--- src/rtl/cf_fifo2_pkg.sv ---
// Shared types for the two-slot queue.
// Assumes slot index 0 is the head and slot index 1 is the tail.
package cf_fifo2_pkg;

    localparam int unsigned NUM_SLOTS = 2;
    localparam int unsigned HEAD_IDX  = 0;
    localparam int unsigned TAIL_IDX  = 1;

    // Next-state controls produced by the sequencing logic.
    typedef struct packed {
        logic head_v_d;       // head valid after this cycle
        logic tail_v_d;       // tail valid after this cycle
        logic head_we;        // load head data register
        logic tail_we;        // load tail data register
        logic head_from_push; // promotion source is this cycle's write data
    } slot_ctl_t;

endpackage

--- src/rtl/cf_fifo2_slot.sv ---
// One storage slot: a data register and its valid flag.
// The valid flag resets to 0; the data register has no reset because it
// is only ever read while its valid flag is set.
module cf_fifo2_slot #(
    parameter int unsigned DATA_W = 32
) (
    input  logic              clk,
    input  logic              rst_n,
    input  logic              valid_d,
    input  logic              we,
    input  logic [DATA_W-1:0] data_d,
    output logic              valid_q,
    output logic [DATA_W-1:0] data_q
);

    // Valid flag: reset to empty, otherwise follow the sequenced value.
    always_ff @(posedge clk) begin
        if (!rst_n) valid_q <= 1'b0;
        else        valid_q <= valid_d;
    end

    // Data register: load on write enable only.
    always_ff @(posedge clk) begin
        if (we) data_q <= data_d;
    end

endmodule

--- src/rtl/cf_fifo2_ctrl.sv ---
// Sequencing logic for the two-slot queue.
// Applies the write, then the read, then the flush, then the promotion of
// the tail into an empty head. Both readies come from stored state only,
// so the two ports never depend on each other within a cycle.
module cf_fifo2_ctrl
    import cf_fifo2_pkg::*;
(
    input  logic      head_v,
    input  logic      tail_v,
    input  logic      push_valid,
    input  logic      pop_valid,
    input  logic      flush,
    output logic      push_ready,
    output logic      pop_ready,
    output slot_ctl_t ctl
);

    logic enq_fire;
    logic deq_fire;
    logic head_after_ops;
    logic tail_after_ops;
    logic promote;

    // Port readiness from stored flags alone.
    always_comb begin
        push_ready = !tail_v;
        pop_ready  = head_v;
        enq_fire   = push_valid && push_ready;
        deq_fire   = pop_valid && pop_ready;
    end

    // Ordered update: write, read, flush, then the end-of-cycle promotion.
    always_comb begin
        tail_after_ops = (tail_v || enq_fire) && !flush;
        head_after_ops = (head_v && !deq_fire) && !flush;
        promote        = tail_after_ops && !head_after_ops;

        ctl.head_v_d       = head_after_ops || promote;
        ctl.tail_v_d       = tail_after_ops && !promote;
        ctl.tail_we        = enq_fire;
        ctl.head_we        = promote;
        ctl.head_from_push = enq_fire;
    end

endmodule

--- src/rtl/cf_fifo2.sv ---
// Two-entry queue with conflict-free write/read ports and synchronous flush.
// Assumes a single clock and a synchronous active-low reset. The
// occupancy invariant (tail valid implies head valid) is kept by the
// promotion step in cf_fifo2_ctrl.
module cf_fifo2
    import cf_fifo2_pkg::*;
#(
    parameter int unsigned DATA_W = 32
) (
    input  logic              clk,
    input  logic              rst_n,
    input  logic              push_valid,
    input  logic [DATA_W-1:0] push_data,
    output logic              push_ready,
    input  logic              pop_valid,
    output logic              pop_ready,
    output logic [DATA_W-1:0] head_data,
    input  logic              flush
);

    logic [NUM_SLOTS-1:0]             v_q;
    logic [NUM_SLOTS-1:0]             v_d;
    logic [NUM_SLOTS-1:0]             we;
    logic [NUM_SLOTS-1:0][DATA_W-1:0] d_d;
    logic [NUM_SLOTS-1:0][DATA_W-1:0] d_q;
    slot_ctl_t                        ctl;

    cf_fifo2_ctrl u_ctrl (
        .head_v     (v_q[HEAD_IDX]),
        .tail_v     (v_q[TAIL_IDX]),
        .push_valid (push_valid),
        .pop_valid  (pop_valid),
        .flush      (flush),
        .push_ready (push_ready),
        .pop_ready  (pop_ready),
        .ctl        (ctl)
    );

    // Route sequenced controls and data sources to each slot.
    always_comb begin
        v_d[HEAD_IDX] = ctl.head_v_d;
        v_d[TAIL_IDX] = ctl.tail_v_d;
        we[HEAD_IDX]  = ctl.head_we;
        we[TAIL_IDX]  = ctl.tail_we;
        d_d[HEAD_IDX] = ctl.head_from_push ? push_data : d_q[TAIL_IDX];
        d_d[TAIL_IDX] = push_data;
    end

    for (genvar i = 0; i < NUM_SLOTS; i++) begin : g_slot
        cf_fifo2_slot #(.DATA_W(DATA_W)) u_slot (
            .clk     (clk),
            .rst_n   (rst_n),
            .valid_d (v_d[i]),
            .we      (we[i]),
            .data_d  (d_d[i]),
            .valid_q (v_q[i]),
            .data_q  (d_q[i])
        );
    end

    assign head_data = d_q[HEAD_IDX];

    // a reset edge leaves the queue empty.
    a_r1_reset_empty: assert property (@(posedge clk)
        !rst_n |=> (push_ready && !pop_ready));

    // a full queue still shows a word at the head.
    a_r2_full_has_head: assert property (@(posedge clk) disable iff (!rst_n)
        !push_ready |-> pop_ready);

    // with no read and no flush, the head word stays put.
    a_r3_head_steady: assert property (@(posedge clk) disable iff (!rst_n)
        (pop_ready && !pop_valid && !flush) |=> (pop_ready && $stable(head_data)));

    // a write into an empty queue reaches the head one cycle later.
    a_r4_lone_in_head: assert property (@(posedge clk) disable iff (!rst_n)
        (push_valid && push_ready && !pop_ready && !flush)
        |=> (pop_ready && head_data == $past(push_data)));

    // a flush leaves the queue empty.
    a_r6_flush_empties: assert property (@(posedge clk) disable iff (!rst_n)
        flush |=> (push_ready && !pop_ready));

    // a read from a full queue frees the tail slot.
    a_r9_pop_full_frees: assert property (@(posedge clk) disable iff (!rst_n)
        (!push_ready && pop_valid && !flush) |=> (push_ready && pop_ready));

endmodule

--- config.mk ---
export PLATFORM = sky130hd
export DESIGN_NAME = cf_fifo2
export DESIGN_NICKNAME = d
export VERILOG_FILES = /design/src/rtl/cf_fifo2_pkg.sv /design/src/rtl/cf_fifo2_slot.sv /design/src/rtl/cf_fifo2_ctrl.sv /design/src/rtl/cf_fifo2.sv
export SDC_FILE = /design/constraint.sdc
export NUM_CORES = 1
export LEC_CHECK = 0
export BUFFER_PORTS_ARGS = -buffer_cell sky130_fd_sc_hd__buf_2
export CORE_MARGIN = 2
export CORE_UTILIZATION = 40
export DETAILED_ROUTE_END_ITERATION = 10
export GPL_ROUTABILITY_DRIVEN = 0
export PLACE_DENSITY = 0.61
export SKIP_CTS_REPAIR_TIMING = 1
export SYNTH_ARGS = -nofsm -noshare
export SYNTH_HDL_FRONTEND = slang
export SYNTH_SLANG_ARGS = --single-unit
--- constraint.sdc ---
create_clock -name clk -period 5.6 [get_ports clk]
set_input_delay 1.12 -clock clk [delete_from_list [all_inputs] [get_ports clk]]
set_output_delay 1.12 -clock clk [all_outputs]
set_load 0.05 [all_outputs]
==> results of run 1 <==
## cell type report
cell class | count | area (um^2)
Clock buffer | 12 | 155.1
Clock inverter | 4 | 50.05
Fill cell | 543 | 3124
Inverter | 1 | 3.754
Multi-Input combinational cell | 40 | 529.3
Sequential cell | 66 | 1642
Tap cell | 75 | 93.84
Timing Repair Buffer | 71 | 357.8
## stage by stage
stage | util [%] | std cells
finish | 47.54 | 269
global route | 47.54 | 269
CTS | 47.54 | 269
detailed placement | 44.10 | 253
global placement | 44.10 | 253
floorplan | - | 143
## cell usage after synthesis
| library cell | instances |
|---|---|
| mux2_4 | 30 |
| dfxtp_1 | 34 |
| edfxtp_1 | 32 |
| nand2b_4 | 1 |
| inv_1 | 1 |
| nor2_1 | 1 |
| buf_6 | 1 |
| buf_4 | 32 |
| buf_12 | 3 |
| nor2b_1 | 1 |
| a21oi_1 | 1 |
| nor3_1 | 2 |
| mux2_2 | 2 |
| nand2b_1 | 2 |
## kinds of logic after synthesis
kind of cell / synth area share, %
muxes: 19.06
DFF: 66.16
buffers and inverters: 12.71
and+or+nand+nor: 1.866
AOI/OAI and AO/OA: 0.2015
## sequential cells by signal, summed over array words and instances (netlist names)
name                   count
g_slot.u_slot.data_q      64
g_slot.u_slot.valid_q      2
## worst max-delay path by stage
stage | to | slack [ps] | cells past startpoint
after floorplan | g_slot[0].u_slot.data_q[0] | 1740 | 1
after global placement | g_slot[0].u_slot.data_q[28] | 3190 | 3
after detailed placement | g_slot[0].u_slot.data_q[29] | 3180 | 3
after CTS | push_ready | 3500 | 2
after global routing | pop_ready | 3470 | 1
final | push_ready | 3520 | 2
## power by group
part / total, mW / switching [mW] / internal [mW]
combinational: 0.131 / 0.0775 / 0.0538
clock: 0.398 / 0.169 / 0.229
sequential: 0.560 / 0.00962 / 0.550
## metal layers
metal | global-route usage (%) | share of wire, % | vias up
met5 | 0 | 0 | -
met4 | 7.377 | 2.1 | 0
met3 | 6.522 | 12 | 7
met2 | 15.73 | 42 | 57
met1 | 13.27 | 44 | 532
li1 | - | - | 555
==> flow_summary.yaml, run 1 <==
run_status:
  status: "completed"
layout:
  n_antenna_cell: 0
  stdcell_area_um2: 2831
  drive_above_1_share_pct: 61.86
  final_common_cell: "buf_2"
  area_delta_synth_final_pct: 14.12
  final_nets: 226
  final_cell_mix: "70 x buf_2, 34 x dfxtp_1, 32 x edfxtp_1"
yosys:
  synth_cell_types: 14
  syn-num-nets: 180
  ys_seq_elements: 66
  synth_top_area_share_pct: 38.73
  synth_area_um2: 2481
  synth_cells: 143
  avgSynthCellArea_um2: 17.35
  yosys-top-cells-area: "edfxtp_1 39%, dfxtp_1 27%, mux2_4 18%"
  yosysSeqAreaShare_pct: 66.16
  yosysWarningCount: 0
  synth_top_cell_by_area: "edfxtp_1"
job:
  cap_violations: 0
sta:
  hold_slack_ps: 471.1
  layout_setup_ws_ps: 3522
  rsz0062_at_grt: "no"
  skew_ps: 5.707
  fmax_mhz: 481.3
  fin_crit_ps: 2078
  fin_setup_tns_ps: 0
  tightest_slew_ps: 635.3
  period_share_pct: 37.10
  slew_violations: 0
  max_slew_margin_pct: 57.64
  finalSetupViolCount: 0
  finalHoldViolations: 0
min_path:
  min_to: "g_slot[1].u_slot.data_q[23]"
  hold_start: "g_slot[1].u_slot.data_q[23]"
  worst_hold_path_type: "flop to flop"
  min_path_cells: 1
routing:
  route.vias.total: 1151
  wl_mm: 3.461
  post-route-drc-count: 0
  wire_per_inst_um: 12.87
  ant_nets: 0
  drt_iter0_drc: 30
  dr.pass1.iters: 4
  via_per_inst: 4.279
worst_setup_path:
  critPathCaptureType: "output pin"
  cpPeakStageDelay_ps: 330
  criticalPathCategory: "flop to output pin"
  crit_path_start: "g_slot[1].u_slot.valid_q"
  path_cells: "inv_1, buf_2"
  reg2reg_from: "g_slot[1].u_slot.valid_q"
  worst-endpoint-arrival_ps: 960
  start_kind: "flop"
  crit_slowest_cell: "dfxtp_1"
  crit_buf_inv: 2
  rr_worst_depth: 2
  path_delay_family: "flip-flops"
  ff2ff_setup_slack_ps: 4010
  cp.required_ps: 4480
  worstPathMaxFanout: 3
  worstReg2RegEnd: "g_slot[0].u_slot.data_q[29]"
global_routing:
  grt_overflow: 0
  antenna_found_initial: 0
  track_usage_pct: 11.34
  grt_max_degree: 33
  grt_pass1_wl_mm: 5.354
  grt_pass1_vias: 1176
power:
  ir_worst_vdd_uv: 222.5
  powerDensity_nw_per_um2: 384.7
  leakage_nw: 1.238
  power_mw: 1.089
floorplan:
  start_util_pct: 41.66
  fp-row-count: 28
  die_y_um: 82.76
  die_x_um: 82.76
  coreArea_um2: 5956
  io_pins: 71
  die_area_um2: 6849
clock_tree:
  htree_levels: 3
  cts_sinks: 66
  tritoncts: "done"
  cts_buffer_depth: 2
  cts_root_buf: "clkbuf_8"
  clkTransAtPathRegs_ps: 60
  cts_buffers: 9
  clock_latency_ps: 330
place:
  dpl_worst_slack_ps: 3180
  port_buffers: 70
  hpwl_mm: 2.166
  dpl_cell_area_um2: 2626
Power figures use the tool's default switching activity.
==> run 2, diff against run 1 <==
Settings changed: ABC_AREA set to 1, PLACE_DENSITY 0.61 to 0.64.
Clock period 5.6 ns to 1.8 ns, I/O delays scaled along.
==> run 2 against run 1 <==
Effect of this change: global-route usage up 1.4 points; non-clock buffer count up 1; worst hold slack worse by 230 ps; sequential power rose to 3.1 times the previous value; die area down 5.0%; synthesized cell count up 50%; sequential share of layout area up 2.9 points; via count up 25%; total power rose to 2.8 times the previous value; critical path depth unchanged; first-iteration DRC count up 110%; critical path type unchanged; largest power group unchanged.
==> flow_summary.yaml, run 2 <==
routing:
  post-route-drc-count: 0
  dr.pass1.iters: 4
  wire_per_inst_um: 11.36
  via_per_inst: 4.273
  ant_nets: 0
  wl_mm: 3.828
  route.vias.total: 1440
  drt_iter0_drc: 63
layout:
  final_nets: 297
  final_cell_mix: "99 x nand2_1, 70 x buf_2, 34 x dfxtp_1"
  area_delta_synth_final_pct: 14.75
  drive_above_1_share_pct: 33.96
  final_common_cell: "nand2_1"
  largest_register_ffs: 64
  final_util_pct: 48.37
  n_antenna_cell: 0
  regMostFlops: "g_slot.u_slot.data_q"
  fillers: 531
  reg_top3: "g_slot.u_slot.data_q x64, g_slot.u_slot.valid_q x2"
min_path:
  min_path_cells: 3
  worst_hold_path_type: "primary input to flop"
worst_setup_path:
  reg2reg_from: "g_slot[1].u_slot.valid_q"
  cpPeakStageDelay_ps: 350
  critPathCaptureType: "output pin"
  cp.required_ps: 1440
  start_kind: "flop"
  path_cells: "inv_1, buf_2"
  rr_worst_depth: 4
  endpoint: "push_ready"
  worst-endpoint-arrival_ps: 1030
  worstPathMaxFanout: 4
  crit_buf_inv: 2
  criticalPathCategory: "flop to output pin"
  crit_slowest_cell: "dfxtp_1"
  cp_num_cells: 2
  worstReg2RegEnd: "g_slot[0].u_slot.data_q[7]"
  path_delay_family: "flip-flops"
  ff2ff_setup_slack_ps: 460
  crit_path_start: "g_slot[1].u_slot.valid_q"
global_routing:
  antenna_found_initial: 0
  grt_pass1_vias: 1347
  grt_pass1_wl_mm: 5.968
  grt_overflow: 0
  grt_max_degree: 33
  track_usage_pct: 12.70
clock_tree:
  cts_buffer_depth: 2
  cts_root_buf: "clkbuf_8"
  htree_levels: 3
  clkTransAtPathRegs_ps: 70
  cts_sinks: 66
  tritoncts: "done"
  cts_buffers: 9
  clock_latency_ps: 320
yosys:
  synth_top_area_share_pct: 40.89
  synthArstFlopShare_pct: 0
  synth_cells: 215
  ys_seq_elements: 66
  synth_top_cell_by_area: "edfxtp_1"
  syn-num-nets: 252
  yosys-top-cells-area: "edfxtp_1 41%, dfxtp_1 29%, nand2_1 16%"
  avgSynthCellArea_um2: 10.93
  yosysWarningCount: 0
  synth_cell_types: 13
  yosys-top-cells-count: "99 x nand2_1, 35 x buf_4, 34 x dfxtp_1, 32 x edfxtp_1"
  yosysMostFrequentCell: "nand2_1"
  synth_edf_count: 32
  synth_area_um2: 2350
  yosysSeqAreaShare_pct: 69.86
  ys.flop_type: "dfxtp_1"
sta:
  max_slew_margin_pct: 51.36
  skew_ps: 7.603
  fmax_mhz: 719.8
  period_share_pct: 77.18
  fin_setup_tns_ps: 0
  rsz0062_at_grt: "no"
  fin_crit_ps: 1389
  finalHoldViolations: 0
  slew_violations: 0
  finalSetupViolCount: 0
  tightest_slew_ps: 727.9
power:
  ir_worst_vdd_uv: 568.1
  powerDensity_nw_per_um2: 1141
  leakage_nw: 1.273
job:
  cap_violations: 0
run_status:
  status: "completed"
floorplan:
  die_y_um: 80.65
  io_pins: 71
  fp-row-count: 27
  coreArea_um2: 5574
  start_util_pct: 42.15
  die_x_um: 80.65
  die_area_um2: 6504
place:
  port_buffers: 70
  hpwl_mm: 2.531
-- run 2: changes by cell type in the layout (fill, tap and decap cells not counted), moves of 2 or more --
cell | before | now
nor2_4 | 0 | 2
nand2b_1 | 2 | 0
mux2_2 | 2 | 0
clkbuf_8 | 11 | 9
nand2_1 | 0 | 99
mux2_4 | 30 | 0
inv_1 | 1 | 3
clkinv_2 | 1 | 3
-- run 2: area by class of cell --
| class | count | area, um^2 | area share [%] |
|---|---|---|---|
| Clock inverter | 6 | 33.78 | 1.253 |
| Inverter | 4 | 15.01 | 0.5568 |
| Timing Repair Buffer | 72 | 365.4 | 13.55 |
| Sequential cell | 66 | 1642 | 60.88 |
| Multi-Input combinational cell | 107 | 422.9 | 15.68 |
| Tap cell | 72 | 90.09 | 3.341 |
| Clock buffer | 10 | 127.6 | 4.733 |
-- run 2: cell families (layout without fill, tap and decap cells) --
kind of cell	count (synthesis)	after routing	share of synthesized area, %
DFF	66	66	69.86
AOI/OAI and AO/OA	2	2	0.4256
and+or+nand+nor	105	105	17.25
buffers and inverters	42	92	12.46
-- run 2: per-layer routing --
metal,track usage [%],vias up,routed length [um]
met1,15.12,647,1692
met2,19.42,54,1778
met3,5.169,4,307
met5,0,-,0
met4,7.119,0,50
li1,-,735,-
-- run 2: per-stage QoR --
stage	area (um^2)	worst slack, ps	total power, mW	cells	hold WS [ps]
finish	2696	410.8	3.076	337	239.0
global route	2696	265.8	3.237	337	233.2
CTS	2696	381.6	3.130	337	219.6
detailed placement	2535	278.2	2.112	321	434.0
global placement	2535	324.9	2.103	321	428.4
floorplan	2357	201.2	2.054	215	418.4
-- run 2: how the worst min path moves through the flow --
stage	startpoint	to	slack, ps
floorplan	g_slot[1].u_slot.data_q[0]	g_slot[1].u_slot.data_q[0]	420
global placement	g_slot[1].u_slot.data_q[14]	g_slot[1].u_slot.data_q[14]	430
detailed placement	g_slot[1].u_slot.data_q[28]	g_slot[1].u_slot.data_q[28]	430
CTS	push_data[6]	g_slot[1].u_slot.data_q[6]	220
global route	push_data[24]	g_slot[1].u_slot.data_q[24]	230
finish	push_data[2]	g_slot[1].u_slot.data_q[2]	240
-- run 2: worst register-to-register path: stages, from the launching register on --
cell and delay, ps:
dfxtp_1 400, inv_1 90, nand2_2 470, nand2_1 130
nand2_1 120
-- run 2: report_power, final --
| part | switching, mW | total [mW] | internal [mW] |
|---|---|---|---|
| registers | 0.0266 | 1.73 | 1.70 |
| logic | 0.257 | 0.348 | 0.0911 |
| clock network | 0.516 | 1.00 | 0.487 |
